<file path="src/rtl/vmce_pkg.sv">
package vmce_pkg;

    typedef enum logic {
        VM_PACK   = 1'b0,
        VM_UNPACK = 1'b1
    } vm_op_e;

endpackage

</file>
<file path="src/rtl/vmce_mask_gate.sv">
// Qualifies mask bits with the vector length and counts the survivors.
module vmce_mask_gate #(
    parameter int N  = 8,
    parameter int LW = $clog2(N + 1)
) (
    input  logic [N-1:0]  mask,
    input  logic [LW-1:0] vl,
    output logic [N-1:0]  active,
    output logic [LW-1:0] pop
);

    for (genvar g = 0; g < N; g++) begin : g_bit
        assign active[g] = mask[g] & (LW'(g) < vl);
    end

    always_comb begin
        pop = '0;
        for (int i = 0; i < N; i++) begin
            pop = pop + LW'(active[i]);
        end
    end

endmodule

</file>
<file path="src/rtl/vmce_elem_pick.sv">
// Selects one W-bit element out of a flat N-element bus.
module vmce_elem_pick #(
    parameter int N  = 8,
    parameter int W  = 8,
    parameter int IW = $clog2(N)
) (
    input  logic [N*W-1:0] vec,
    input  logic [IW-1:0]  sel,
    output logic [W-1:0]   elem
);

    logic [W-1:0] lanes [N];

    for (genvar g = 0; g < N; g++) begin : g_lane
        assign lanes[g] = vec[g*W +: W];
    end

    assign elem = lanes[sel];

endmodule

</file>
<file path="src/rtl/vmce_unit.sv">
module vmce_unit
    import vmce_pkg::*;
#(
    parameter int N = 8,
    parameter int W = 8
) (
    input  logic                     clk,
    input  logic                     rst_n,
    input  logic                     start,
    input  logic                     op,
    input  logic [$clog2(N+1)-1:0]   vl,
    input  logic [N-1:0]             mask,
    input  logic [N*W-1:0]           src_vec,
    input  logic [N*W-1:0]           dst_init,
    output logic                     busy,
    output logic                     done,
    output logic [$clog2(N+1)-1:0]   count,
    output logic [N*W-1:0]           dst_vec
);

    localparam int IW = $clog2(N);
    localparam int LW = $clog2(N + 1);

    typedef struct packed {
        logic            busy;
        logic            done;
        vm_op_e          op;
        logic [IW-1:0]   idx;
        logic [LW-1:0]   k;
        logic [LW-1:0]   len;
        logic [LW-1:0]   pop;
        logic [N-1:0]    act;
        logic [N*W-1:0]  src;
        logic [N*W-1:0]  dst;
    } st_t;

    st_t st_q, st_d;

    logic [LW-1:0] vl_eff;
    logic [N-1:0]  gate_act;
    logic [LW-1:0] gate_pop;
    logic [IW-1:0] rd_sel;
    logic [IW-1:0] wr_pos;
    logic [W-1:0]  rd_elem;
    logic          last_elem;

    assign vl_eff = (vl > LW'(N)) ? LW'(N) : vl;

    vmce_mask_gate #(.N(N), .LW(LW)) u_gate (
        .mask   (mask),
        .vl     (vl_eff),
        .active (gate_act),
        .pop    (gate_pop)
    );

    // Pack reads at the scan index and writes at the select count;
    // unpack swaps the two roles.
    assign rd_sel = (st_q.op == VM_PACK) ? st_q.idx : st_q.k[IW-1:0];
    assign wr_pos = (st_q.op == VM_PACK) ? st_q.k[IW-1:0] : st_q.idx;

    vmce_elem_pick #(.N(N), .W(W), .IW(IW)) u_pick (
        .vec  (st_q.src),
        .sel  (rd_sel),
        .elem (rd_elem)
    );

    assign last_elem = (LW'(st_q.idx) == (st_q.len - LW'(1)));

    always_comb begin
        st_d      = st_q;
        st_d.done = 1'b0;
        if (!st_q.busy) begin
            if (start) begin
                st_d.op  = vm_op_e'(op);
                st_d.idx = '0;
                st_d.k   = '0;
                st_d.len = vl_eff;
                st_d.act = gate_act;
                st_d.pop = gate_pop;
                st_d.src = src_vec;
                st_d.dst = dst_init;
                if (vl_eff == '0) begin
                    st_d.done = 1'b1;
                end else begin
                    st_d.busy = 1'b1;
                end
            end
        end else begin
            if (st_q.act[st_q.idx]) begin
                for (int j = 0; j < N; j++) begin
                    if (IW'(j) == wr_pos) begin
                        st_d.dst[j*W +: W] = rd_elem;
                    end
                end
                st_d.k = st_q.k + LW'(1);
            end
            if (last_elem) begin
                st_d.busy = 1'b0;
                st_d.done = 1'b1;
            end else begin
                st_d.idx = st_q.idx + IW'(1);
            end
        end
    end

    always_ff @(posedge clk) begin
        if (!rst_n) begin
            st_q <= '0;
        end else begin
            st_q <= st_d;
        end
    end

    assign busy    = st_q.busy;
    assign done    = st_q.done;
    assign count   = st_q.k;
    assign dst_vec = st_q.dst;

    a_r8_done_idle: assert property (@(posedge clk) disable iff (!rst_n)
        done |-> !busy);

    a_r6_count_matches_pop: assert property (@(posedge clk) disable iff (!rst_n)
        done |-> (count == st_q.pop));

    a_r7_scan_in_length: assert property (@(posedge clk) disable iff (!rst_n)
        busy |-> (LW'(st_q.idx) < st_q.len));

    a_r2_select_le_index: assert property (@(posedge clk) disable iff (!rst_n)
        busy |-> (st_q.k <= LW'(st_q.idx)));

    a_r9_start_ignored: assert property (@(posedge clk) disable iff (!rst_n)
        (busy && start) |=> $stable(st_q.op) && $stable(st_q.len) && $stable(st_q.src));

    a_r10_result_held: assert property (@(posedge clk) disable iff (!rst_n)
        (!busy && !start) |=> ($stable(dst_vec) && $stable(count)));

endmodule

</file>
<file path="config.mk">
export PLATFORM = sky130hd
export DESIGN_NAME = vmce_unit
export DESIGN_NICKNAME = d
export VERILOG_FILES = /design/src/rtl/vmce_pkg.sv /design/src/rtl/vmce_mask_gate.sv /design/src/rtl/vmce_elem_pick.sv /design/src/rtl/vmce_unit.sv
export SDC_FILE = /design/constraint.sdc
export NUM_CORES = 1
export LEC_CHECK = 0
export ABC_AREA = 1
export ABC_CLOCK_PERIOD_IN_PS = 1700
export BUFFER_PORTS_ARGS = -buffer_cell sky130_fd_sc_hd__buf_2
export CAP_MARGIN = 20
export CORE_MARGIN = 3
export CORE_UTILIZATION = 48
export DETAILED_ROUTE_END_ITERATION = 12
export PLACE_DENSITY = 0.74
export SYNTH_ARGS = -nofsm -noshare
export SYNTH_HDL_FRONTEND = slang
export SYNTH_SLANG_ARGS = --single-unit
</file>
<file path="constraint.sdc">
create_clock -name clk -period 1.7 [get_ports clk]
set_clock_uncertainty 0.2 [all_clocks]
set_input_delay 0.255 -clock clk [delete_from_list [all_inputs] [get_ports clk]]
set_output_delay 0.255 -clock clk [all_outputs]
set_load 0.1 [all_outputs]
</file>
# --- Word-level counts from Yosys, hierarchy flattened ---
# Cells that the tools add are included.
totals:
  mem_bits_ro: 0
  latchBits: 0
  regBits: 154
  input_bits: 144
  memories: 0
  mem_bits_rw: 0
  elab_cells: 106
classes:
  mux: 26
  n_eq_ne: 18
  n_lt_le_gt_ge: 11
  n_addsub: 10
  bitwise_logic: 10
  reduce_logical: 14
  mul: 0
  n_div: 0
  n_shift: 0
ops:
  columns: ["operator", "n"]
  rows:
  - ["$mux W154", 1]
  - ["$mux W64", 2]
  - ["$mux W8", 10]
  - ["$add A4 B1 Y4", 6]
  - ["$bmux W8 S3", 1]
  - ["$reduce_and A3 Y1", 8]
  - ["$ne A2 B1 Y1 const B", 9]
  - ["$lt A3 B4 Y1 const A", 4]
  - ["$eq A3 B3 Y1 const A", 4]
  - ["$mux W3", 3]
  - ["$and A1 B1 Y1", 8]
  - ["$lt A1 B4 Y1 const A", 2]
  - ["$lt A2 B4 Y1 const A", 2]
  - ["$mux W4", 2]
  - ["$mux W7", 1]
  - ["$eq A2 B3 Y1 const A", 2]
  - ["$reduce_and A2 Y1", 3]
  - ["$add A4 B1 Y4 const B", 1]
  - ["$eq A3 B4 Y1", 1]
  - ["$ge A4 B4 Y1 const B", 1]
  - ["$gt A4 B4 Y1 const B", 1]
  - ["$logic_not A4 Y1", 1]
  - ["$lt A3 B4 Y1 const B", 1]
  - ["$mux W2", 2]
  - ["other kinds (11)", 13]

# --- Depth between registers and ports, before layout ---
# Gate-level depths: netlist (run 1).
logic_depth:
  word_depth: 13
  depth_mapped: 12
  ltp_nobuf: 10

# --- Modules after synthesis ---
# A second synthesis (run 1) with hierarchy kept.
unflattened:
  hier_cells: 1239
  area_unflattened_um2: 8411.8
modules_own_cells:
  columns: ["mod", "n_inst", "cells_per_inst", "seq_area_each_um2", "area_per_inst_um2"]
  rows:
  - ["vmce_unit", 1, 983, 3002.9, 7209.4]
  - ["vmce_elem_pick", 1, 214, 0.0, 933.4]
  - ["vmce_mask_gate", 1, 42, 0.0, 269.0]

# --- Worst setup path after synthesis (run 1) ---
# OpenSTA, ideal clock, no wires.
synth_timing:
  kind: "flip-flop to flip-flop"
  startpoint: "register st_q, in the netlist busy"
  endpoint: "register st_q[150] (netlist bit)"
  t_arrival_ns: 2.184
  setup_ns: 0.070
  synth_period_minus_slack_ns: 2.455
  path_stages_with_launch: 8
  setup_slack_ns: -0.755
  path_cell_list: "dfxtp_1 -> buf_4 -> inv_1 -> nand2_2 -> buf_4 -> buf_2 -> nand3_1 -> a21oi_1"
synth_via:
  elab_chain_len: 2
  elab_cells_between_ends: 4
  classes_between: "eq/ne (1); mux (1); reduce/logical (2)"
synth_lines:
  columns: ["element", "line_no", "source"]
  rows:
  - ["start: declaration", "vmce_unit.sv:37", "st_t st_q, st_d;"]
  - ["start signal: assignment", "vmce_unit.sv:110", "st_q <= st_d;"]
  - ["$ne A2 B2 Y1 (no line) or $reduce_bool A2 Y1 (tied branches)", null, null]
  - ["$reduce_and A2 Y1 (no line)", null, null]
# Parallel ways exist; a longest one is shown, timed or not.
# A chain may end at the register's enable or synchronous reset.

# --- Worst setup path in the final report (run 1) ---
layout_timing:
  startpoint: "register st_q[151] (netlist bit)"
  endpoint: "register st_q, in the netlist dst_vec[20]"
layout_via:
  elab_chain_len: 8
  elab_cells_between_ends: 12
  classes_between: "eq/ne (2); mux (8); bitwise (1); reduce/logical (1)"
layout_lines:
  columns: ["element", "line_no", "source"]
  rows:
  - ["$mux W3", "vmce_unit.sv:58", "assign rd_sel = (st_q.op == VM_PACK) ? st_q.idx : st_q.k[IW-1:0];"]
  - ["$not A3 Y4 (implied by the code)", "vmce_elem_pick.sv:18", "assign elem = lanes[sel];"]
  - ["$bmux W8 S3", "vmce_elem_pick.sv:18", null]
  - ["$mux W8 (implied by the code) (2 in a row)", "vmce_elem_pick.sv:18", null]
  - ["$mux W8", "vmce_unit.sv:91", "if (IW'(j) == wr_pos) begin"]
  - ["$mux W64", "vmce_unit.sv:89", "if (st_q.act[st_q.idx]) begin"]
  - ["$mux W64", "vmce_unit.sv:72", "if (!st_q.busy) begin"]
# Parallel ways exist; a longest one is shown, timed or not. The select of a mux whose other input is x is not followed.

==> results of run 1 <==
[timing repair]
item	in CTS	in global routing
gates resized for setup	87	169
pin swaps	36	29
setup endpoints to repair	69	98
hold endpoints to repair	132	1
setup buffers	12	6
hold buffers	133	1
gates cloned	3	4
[final timing paths]
check | startpoint | endpoint | slack (ns)
max | st_q[151]$_SDFFE_PN0P_ | dst_vec[20]$_SDFFE_PN0P_ | -0.32
max reg2reg | st_q[151]$_SDFFE_PN0P_ | dst_vec[20]$_SDFFE_PN0P_ | -0.32
min reg2reg | st_q[97]$_SDFFE_PN0P_ | st_q[97]$_SDFFE_PN0P_ | 0.26
min | dst_init[54] | dst_vec[54]$_SDFFE_PN0P_ | 0.02
[logic make-up (layout without fill, tap and decap cells)]
group	Yosys count	count (layout)	share of synthesized area
flip-flops	150	150	0.388
AO/OA/AOI/OAI	235	235	0.155
AND/OR/NAND/NOR	483	483	0.299
adder cells (fa/ha/maj)	3	3	0.00485
other	0	1	0
XOR/XNOR	5	5	0.00566
buffers and inverters	221	560	0.147
[power by group through the flow]
| stage | clock [W] | combinational [W] | sequential (W) |
|---|---|---|---|
| 2_1_floorplan | 0 | 0.00189 | 0.00394 |
| 3_3_place_gp | 0 | 0.00244 | 0.00394 |
| 3_5_place_dp | 0 | 0.00247 | 0.00394 |
| 4_1_cts | 0.00396 | 0.00290 | 0.00387 |
| 5_1_grt | 0.00414 | 0.00353 | 0.00390 |
| 6_report | 0.00397 | 0.00336 | 0.00389 |
[synth_stat cells (6+ instances only)]
cell type and instances:
a21oi_1 150, buf_2 9, buf_4 75, clkbuf_1 41, dfxtp_1 150, inv_1 84, inv_2 6, nand2_1 273
nand2_4 9, nand3_1 154, nand3_2 9, nand4_4 8, nor2_1 22, o21ai_0 73, o21ai_1 6
[registers in the layout, summed over array words and instances, names as in the netlist]
signal / cells
done: 1
count: 4
st_q: 80
dst_vec: 64
busy: 1
[stage by stage]
stage / instances / power [W] / area, µm² / TNS (ns) / utilization
4_1_cts: 1637 / 0.0107 / 11600 / -9.85 / 0.747
5_1_grt: 1648 / 0.0116 / 12300 / -18.22 / 0.793
2_1_floorplan: 1097 / 0.00583 / 7840 / -1.43 / -
6_report: 1648 / 0.0112 / 12300 / -13.65 / 0.793
3_3_place_gp: 1458 / 0.00638 / 9010 / -15.31 / 0.582
3_5_place_dp: 1458 / 0.00641 / 9010 / -17.57 / 0.582
[critical path, stage by stage (launching register included)]
cell and delay (ns):
dfxtp_4 0.38, buf_6 0.13, inv_8 0.04, nand2_8 0.08, nand2_8 0.09, buf_16 0.15, nand2_1 0.08, nand3_2 0.10
nand3_2 0.09, nand3_4 0.19, nand2_1 0.11, nand2_1 0.07, a21oi_1 0.22
[cell type report]
| class | count | area [µm²] | area share |
|---|---|---|---|
| Antenna cell | 1 | 2.50 | 0.000204 |
| Clock buffer | 19 | 433 | 0.0353 |
| Sequential cell | 150 | 3020 | 0.246 |
| Inverter | 91 | 352 | 0.0286 |
| Timing Repair Buffer | 438 | 3580 | 0.292 |
| Clock inverter | 12 | 179 | 0.0146 |
| Multi-Input combinational cell | 726 | 4450 | 0.362 |
| Tap cell | 211 | 264 | 0.0215 |
[routing by layer]
| metal | wire length (µm) | vias up | share of wire | global-route usage |
|---|---|---|---|---|
| met5 | 0 | - | 0 | 0 |
| li1 | - | 4185 | - | - |
| met3 | 2860 | 180 | 0.093 | 0.0802 |
| met2 | 15300 | 637 | 0.49 | 0.525 |
| met4 | 1860 | 0 | 0.060 | 0.154 |
| met1 | 11000 | 4316 | 0.35 | 0.342 |
==> results.json, run 1 <==
{
  "vias": 9318,
  "postRouteWirelength_um": 31000,
  "die_w_um": 133,
  "drt_pass1_iterations": 6,
  "end_kind": "flip-flop",
  "grt_antenna_before_repair": 1,
  "ios": 214,
  "core_um2": 15500,
  "rsz0062_at_grt": "yes",
  "syn_area_um2": 7740,
  "start_kind": "flip-flop",
  "rows": 45,
  "final_cell_mix": "buf_2, nand2_1, dfxtp_1",
  "power.internal_w": 0.00739,
  "synth_top_cell_area_share": 0.388,
  "syn_inst": 1097,
  "yosys-top-cells-area": "dfxtp_1, nand2_1, nand3_1",
  "grt_max_degree": 81,
  "antenna_left": 0,
  "cts_buffer_depth": 2,
  "synth_edf_count": 0,
  "final_hold_viol_count": 0,
  "worst_slack_ns": -0.323,
  "gp_congestion": 0.852,
  "grt_pass1_wl_um": 43200,
  "synth_area_leader_cell": "dfxtp_1",
  "port_buffers": 213,
  "insertion_delay_ns": 0.43,
  "ys_ff_latch": 150,
  "whs_ns": 0.0188,
  "cp_max_fo": 8,
  "cts_tree": "done",
  "setup_viol": 70,
  "syn2layout_area_growth_pct": 58.6,
  "cp.arrival_ns": 2.16,
  "post_synth.cell_area_avg_um2": 7.06,
  "min_period_ns": 2.02,
  "numCtsBuffers": 17,
  "die_area_um2": 17700,
  "power.share.clock": 0.354,
  "max_freq_mhz": 494,
  "worstPathRequired_ns": 1.84,
  "p_comb_frac": 0.299,
  "via_per_inst": 5.65,
  "clock_tree.root_cell": "clkbuf_16",
  "first_iter_violations": 857,
  "crit_type": "flip-flop to flip-flop",
  "initial_core_util": 0.500,
  "netSwitchingFraction": 0.342,
  "drv_cap": 0,
  "ff2ff_path_depth": 12,
  "pre_cts_slack_ns": -0.334,
  "power_frac_seq": 0.347,
  "syn_nets": 1244,
  "relSlewSlack": 0.658,
  "hpwlAfterDp_um": 16300,
  "slew_viol_final": 0,
  "layout_commonest_cell": "buf_2",
  "remaining_drc_errors": 0,
  "vdd_drop_max_v": 0.000693,
  "clock_sinks": 150,
  "wire_per_inst_um": 18.8,
  "die_h_um": 133,
  "clkTransAtPathRegs_ns": 0.06,
  "final_nets": 1571,
  "powerDensity_nw_per_um2": 914,
  "p_leak_nw": 5.49,
  "worst_pin_slew_ns": 0.516,
  "drive_above_1_share": 0.384,
  "hold_depth": 5,
  "hp-class": "primary input to flip-flop",
  "fillers": 898,
  "synth-main-ff-cell": "dfxtp_1",
  "p_sw_w": 0.00384,
  "synth_cell_types": 29,
  "grtUsageTotal": 0.303,
  "async_reset_ff_frac": 0,
  "fin_crit_sh": 1.19,
  "grt_pass1_vias": 8807,
  "htreeDepth": 4,
  "violations": "setup timing",
  "status": "finished, violations left",
  "yosysSeqAreaShare": 0.388,
  "overflow": 0,
  "synth_warnings": 0
}
No activity file was read; power rests on OpenSTA's default activity.
==> run 2, diff against run 1 <==
- ABC_AREA: 1 -> unset
- CORE_UTILIZATION: 48 -> 47
- PLACE_DENSITY: 0.74 -> 0.76
==> run 2 against run 1 <==
The run still ends with setup timing left. Worst setup slack got worse by 0.28 ns. Critical path depth shrank 5. Global-route usage is 0.49 points lower. Area after synthesis decreased by 5.5%. Largest cell class unchanged.
==> results.json, run 2 <==
{
  "slew_viol_final": 0,
  "die_w_um": 131,
  "wire_per_inst_um": 20.8,
  "use_met2": 0.510,
  "registers.top_by_ff_count": "st_q",
  "cts_buffer_depth": 2,
  "grt_pass1_vias": 7877,
  "synth_area_leader_cell": "dfxtp_1",
  "async_reset_ff_frac": 0,
  "insertion_delay_ns": 0.43,
  "postRouteWirelength_um": 27900,
  "synth_top_cell_area_share": 0.410,
  "crit_type": "flip-flop to flip-flop",
  "ys_ff_latch": 150,
  "port_buffers": 213,
  "synth_common_cells": "nand2_1, dfxtp_1, a21oi_1, buf_4, a221o_1",
  "clkTransAtPathRegs_ns": 0.06,
  "cts_tree": "done",
  "htreeDepth": 4,
  "n_antenna_cell": 0,
  "hold_depth": 3,
  "hp-class": "primary input to flip-flop",
  "yosys-top-cells-area": "dfxtp_1, a221o_1, nand2_1",
  "powerDensity_nw_per_um2": 1030,
  "max_freq_mhz": 434,
  "ios": 214,
  "status": "finished, violations left",
  "use_met1": 0.356,
  "synth_warnings": 0,
  "first_iter_violations": 675,
  "synth.most_common_cell": "nand2_1",
  "worst_slack_ns": -0.604,
  "tns_ns": -36.67,
  "synth_edf_count": 0,
  "cp_max_fo": 8,
  "core_um2": 14900,
  "setup_viol": 77,
  "remaining_drc_errors": 0,
  "final_nets": 1288,
  "gp_congestion": 0.848,
  "r2r_end": "dst_vec[43]$_SDFFE_PN0P_",
  "rsz0062_at_grt": "yes",
  "clock_sinks": 150,
  "post_synth.cell_area_avg_um2": 8.71,
  "hpwlAfterDp_um": 15300,
  "syn2layout_area_growth_pct": 53.4,
  "clock_tree.root_cell": "clkbuf_16",
  "end_kind": "flip-flop",
  "start_kind": "flip-flop",
  "worst_pin_slew_ns": 0.635,
  "final_hold_viol_count": 0,
  "yosysSeqAreaShare": 0.410,
  "hold_start": "dst_init[26]",
  "overflow": 0,
  "largest_reg_flops": 80,
  "syn_area_um2": 7320,
  "drt_pass1_iterations": 5,
  "drv_cap": 0,
  "drive_above_1_share": 0.372,
  "grtUsageMet3": 0.0565,
  "synth-main-ff-cell": "dfxtp_1",
  "die_area_um2": 17100,
  "initial_core_util": 0.492,
  "holdPathEnd": "dst_vec[26]$_SDFFE_PN0P_",
  "grt_pass1_wl_um": 40000,
  "p_leak_nw": 4.85,
  "syn_inst": 840,
  "violations": "setup timing",
  "whs_ns": 0.00700,
  "synth_cell_types": 54,
  "layout_commonest_cell": "buf_2",
  "fin_area_um2": 11200,
  "r2r_slack_ns": -0.60,
  "rows": 44,
  "worstPathRequired_ns": 1.81,
  "relSlewSlack": 0.576,
  "via_per_inst": 6.02,
  "grt_busiest_layer": "met2",
  "grt_antenna_before_repair": 0,
  "grtUsageTotal": 0.298,
  "vias": 8055,
  "numCtsBuffers": 17,
  "min_period_ns": 2.30,
  "final_cell_mix": "buf_2, nand2_1, dfxtp_1",
  "timing.rr.start": "st_q[151]$_SDFFE_PN0P_",
  "grt_max_degree": 84,
  "vdd_drop_max_v": 0.000912,
  "fin_crit_sh": 1.36,
  "antenna_left": 0,
  "ff2ff_path_depth": 7,
  "cp.arrival_ns": 2.42,
  "syn_nets": 987,
  "die_h_um": 131,
  "placed_area_um2": 8460
}
## run 2: changes by cell type after synthesis, sizes merged, moves of 51 or more
cell   delta
nand3   -146
nand2   -117
inv      -84
o21ai    -79
a221o    +65
and3     +51
## run 2: worst max-delay path: stages, from the launching register on
cell and delay (ns):
dfxtp_4 0.39, mux2i_4 0.26, buf_12 0.15, mux4_2 0.55, nor2_4 0.13, a221oi_4 0.05, buf_12 0.16, a221o_1 0.31
## run 2: cells by family after synthesis
kind of cell	count (synthesis)	synth area share
AND/OR/NAND/NOR	288	0.181
AO/OA/AOI/OAI	224	0.226
flip-flops	150	0.410
buffers and inverters	140	0.112
multiplexers	31	0.0612
XOR/XNOR	4	0.00479
adder cells (fa/ha/maj)	3	0.00513
## run 2: worst max path at each step
| stage | start | endpoint | slack [ns] | cells past startpoint |
|---|---|---|---|---|
| after floorplan | st_q[148]$_SDFFE_PN0P_ | dst_vec[20]$_SDFFE_PN0P_ | -0.54 | 7 |
| after global placement | st_q[151]$_SDFFE_PN0P_ | dst_vec[25]$_SDFFE_PN0P_ | -0.62 | 6 |
| after detailed placement | st_q[151]$_SDFFE_PN0P_ | dst_vec[49]$_SDFFE_PN0P_ | -0.64 | 6 |
| after CTS | st_q[151]$_SDFFE_PN0P_ | dst_vec[0]$_SDFFE_PN0P_ | -0.57 | 4 |
| after global routing | st_q[151]$_SDFFE_PN0P_ | dst_vec[43]$_SDFFE_PN0P_ | -0.65 | 7 |
| final | st_q[151]$_SDFFE_PN0P_ | dst_vec[43]$_SDFFE_PN0P_ | -0.60 | 7 |
## run 2: routing by layer
metal | wire length, µm | vias up
met3 | 2120 | 123
met2 | 13900 | 507
met5 | 0 | -
li1 | - | 3581
met4 | 1420 | 0
met1 | 10500 | 3844
## run 2: what timing repair did
item | CTS | global route
buffers inserted | 14 | 9
hold endpoints to repair | 120 | 0
setup endpoints to repair | 136 | 149
resized for setup | 65 | 82
cloned | 5 | 3
hold buffers | 120 | 0
pin swaps | 31 | 32
## run 2: area by class of cell
type	count	area, µm²
Clock inverter	12	175
Multi-Input combinational cell	550	3920
Inverter	7	26.3
Fill cell	887	3640
Tap cell	184	230
Sequential cell	150	3030
Clock buffer	20	447
Timing Repair Buffer	415	3400
## run 2: where the power goes
part,total [W],switching (W),internal (W)
combinational,0.00354,0.00220,0.00134
clock,0.00403,0.00154,0.00249
sequential,0.00401,0.000218,0.00379
## run 2: per-stage QoR
| stage | utilization | cells | total power, W | worst slack, ns |
|---|---|---|---|---|
| floorplan | - | 840 | 0.00627 | -0.545 |
| global placement | 0.569 | 1159 | 0.00676 | -0.616 |
| detailed placement | 0.569 | 1159 | 0.00681 | -0.638 |
| CTS | 0.726 | 1329 | 0.0112 | -0.574 |
| global route | 0.755 | 1338 | 0.0119 | -0.652 |
| finish | 0.755 | 1338 | 0.0116 | -0.604 |
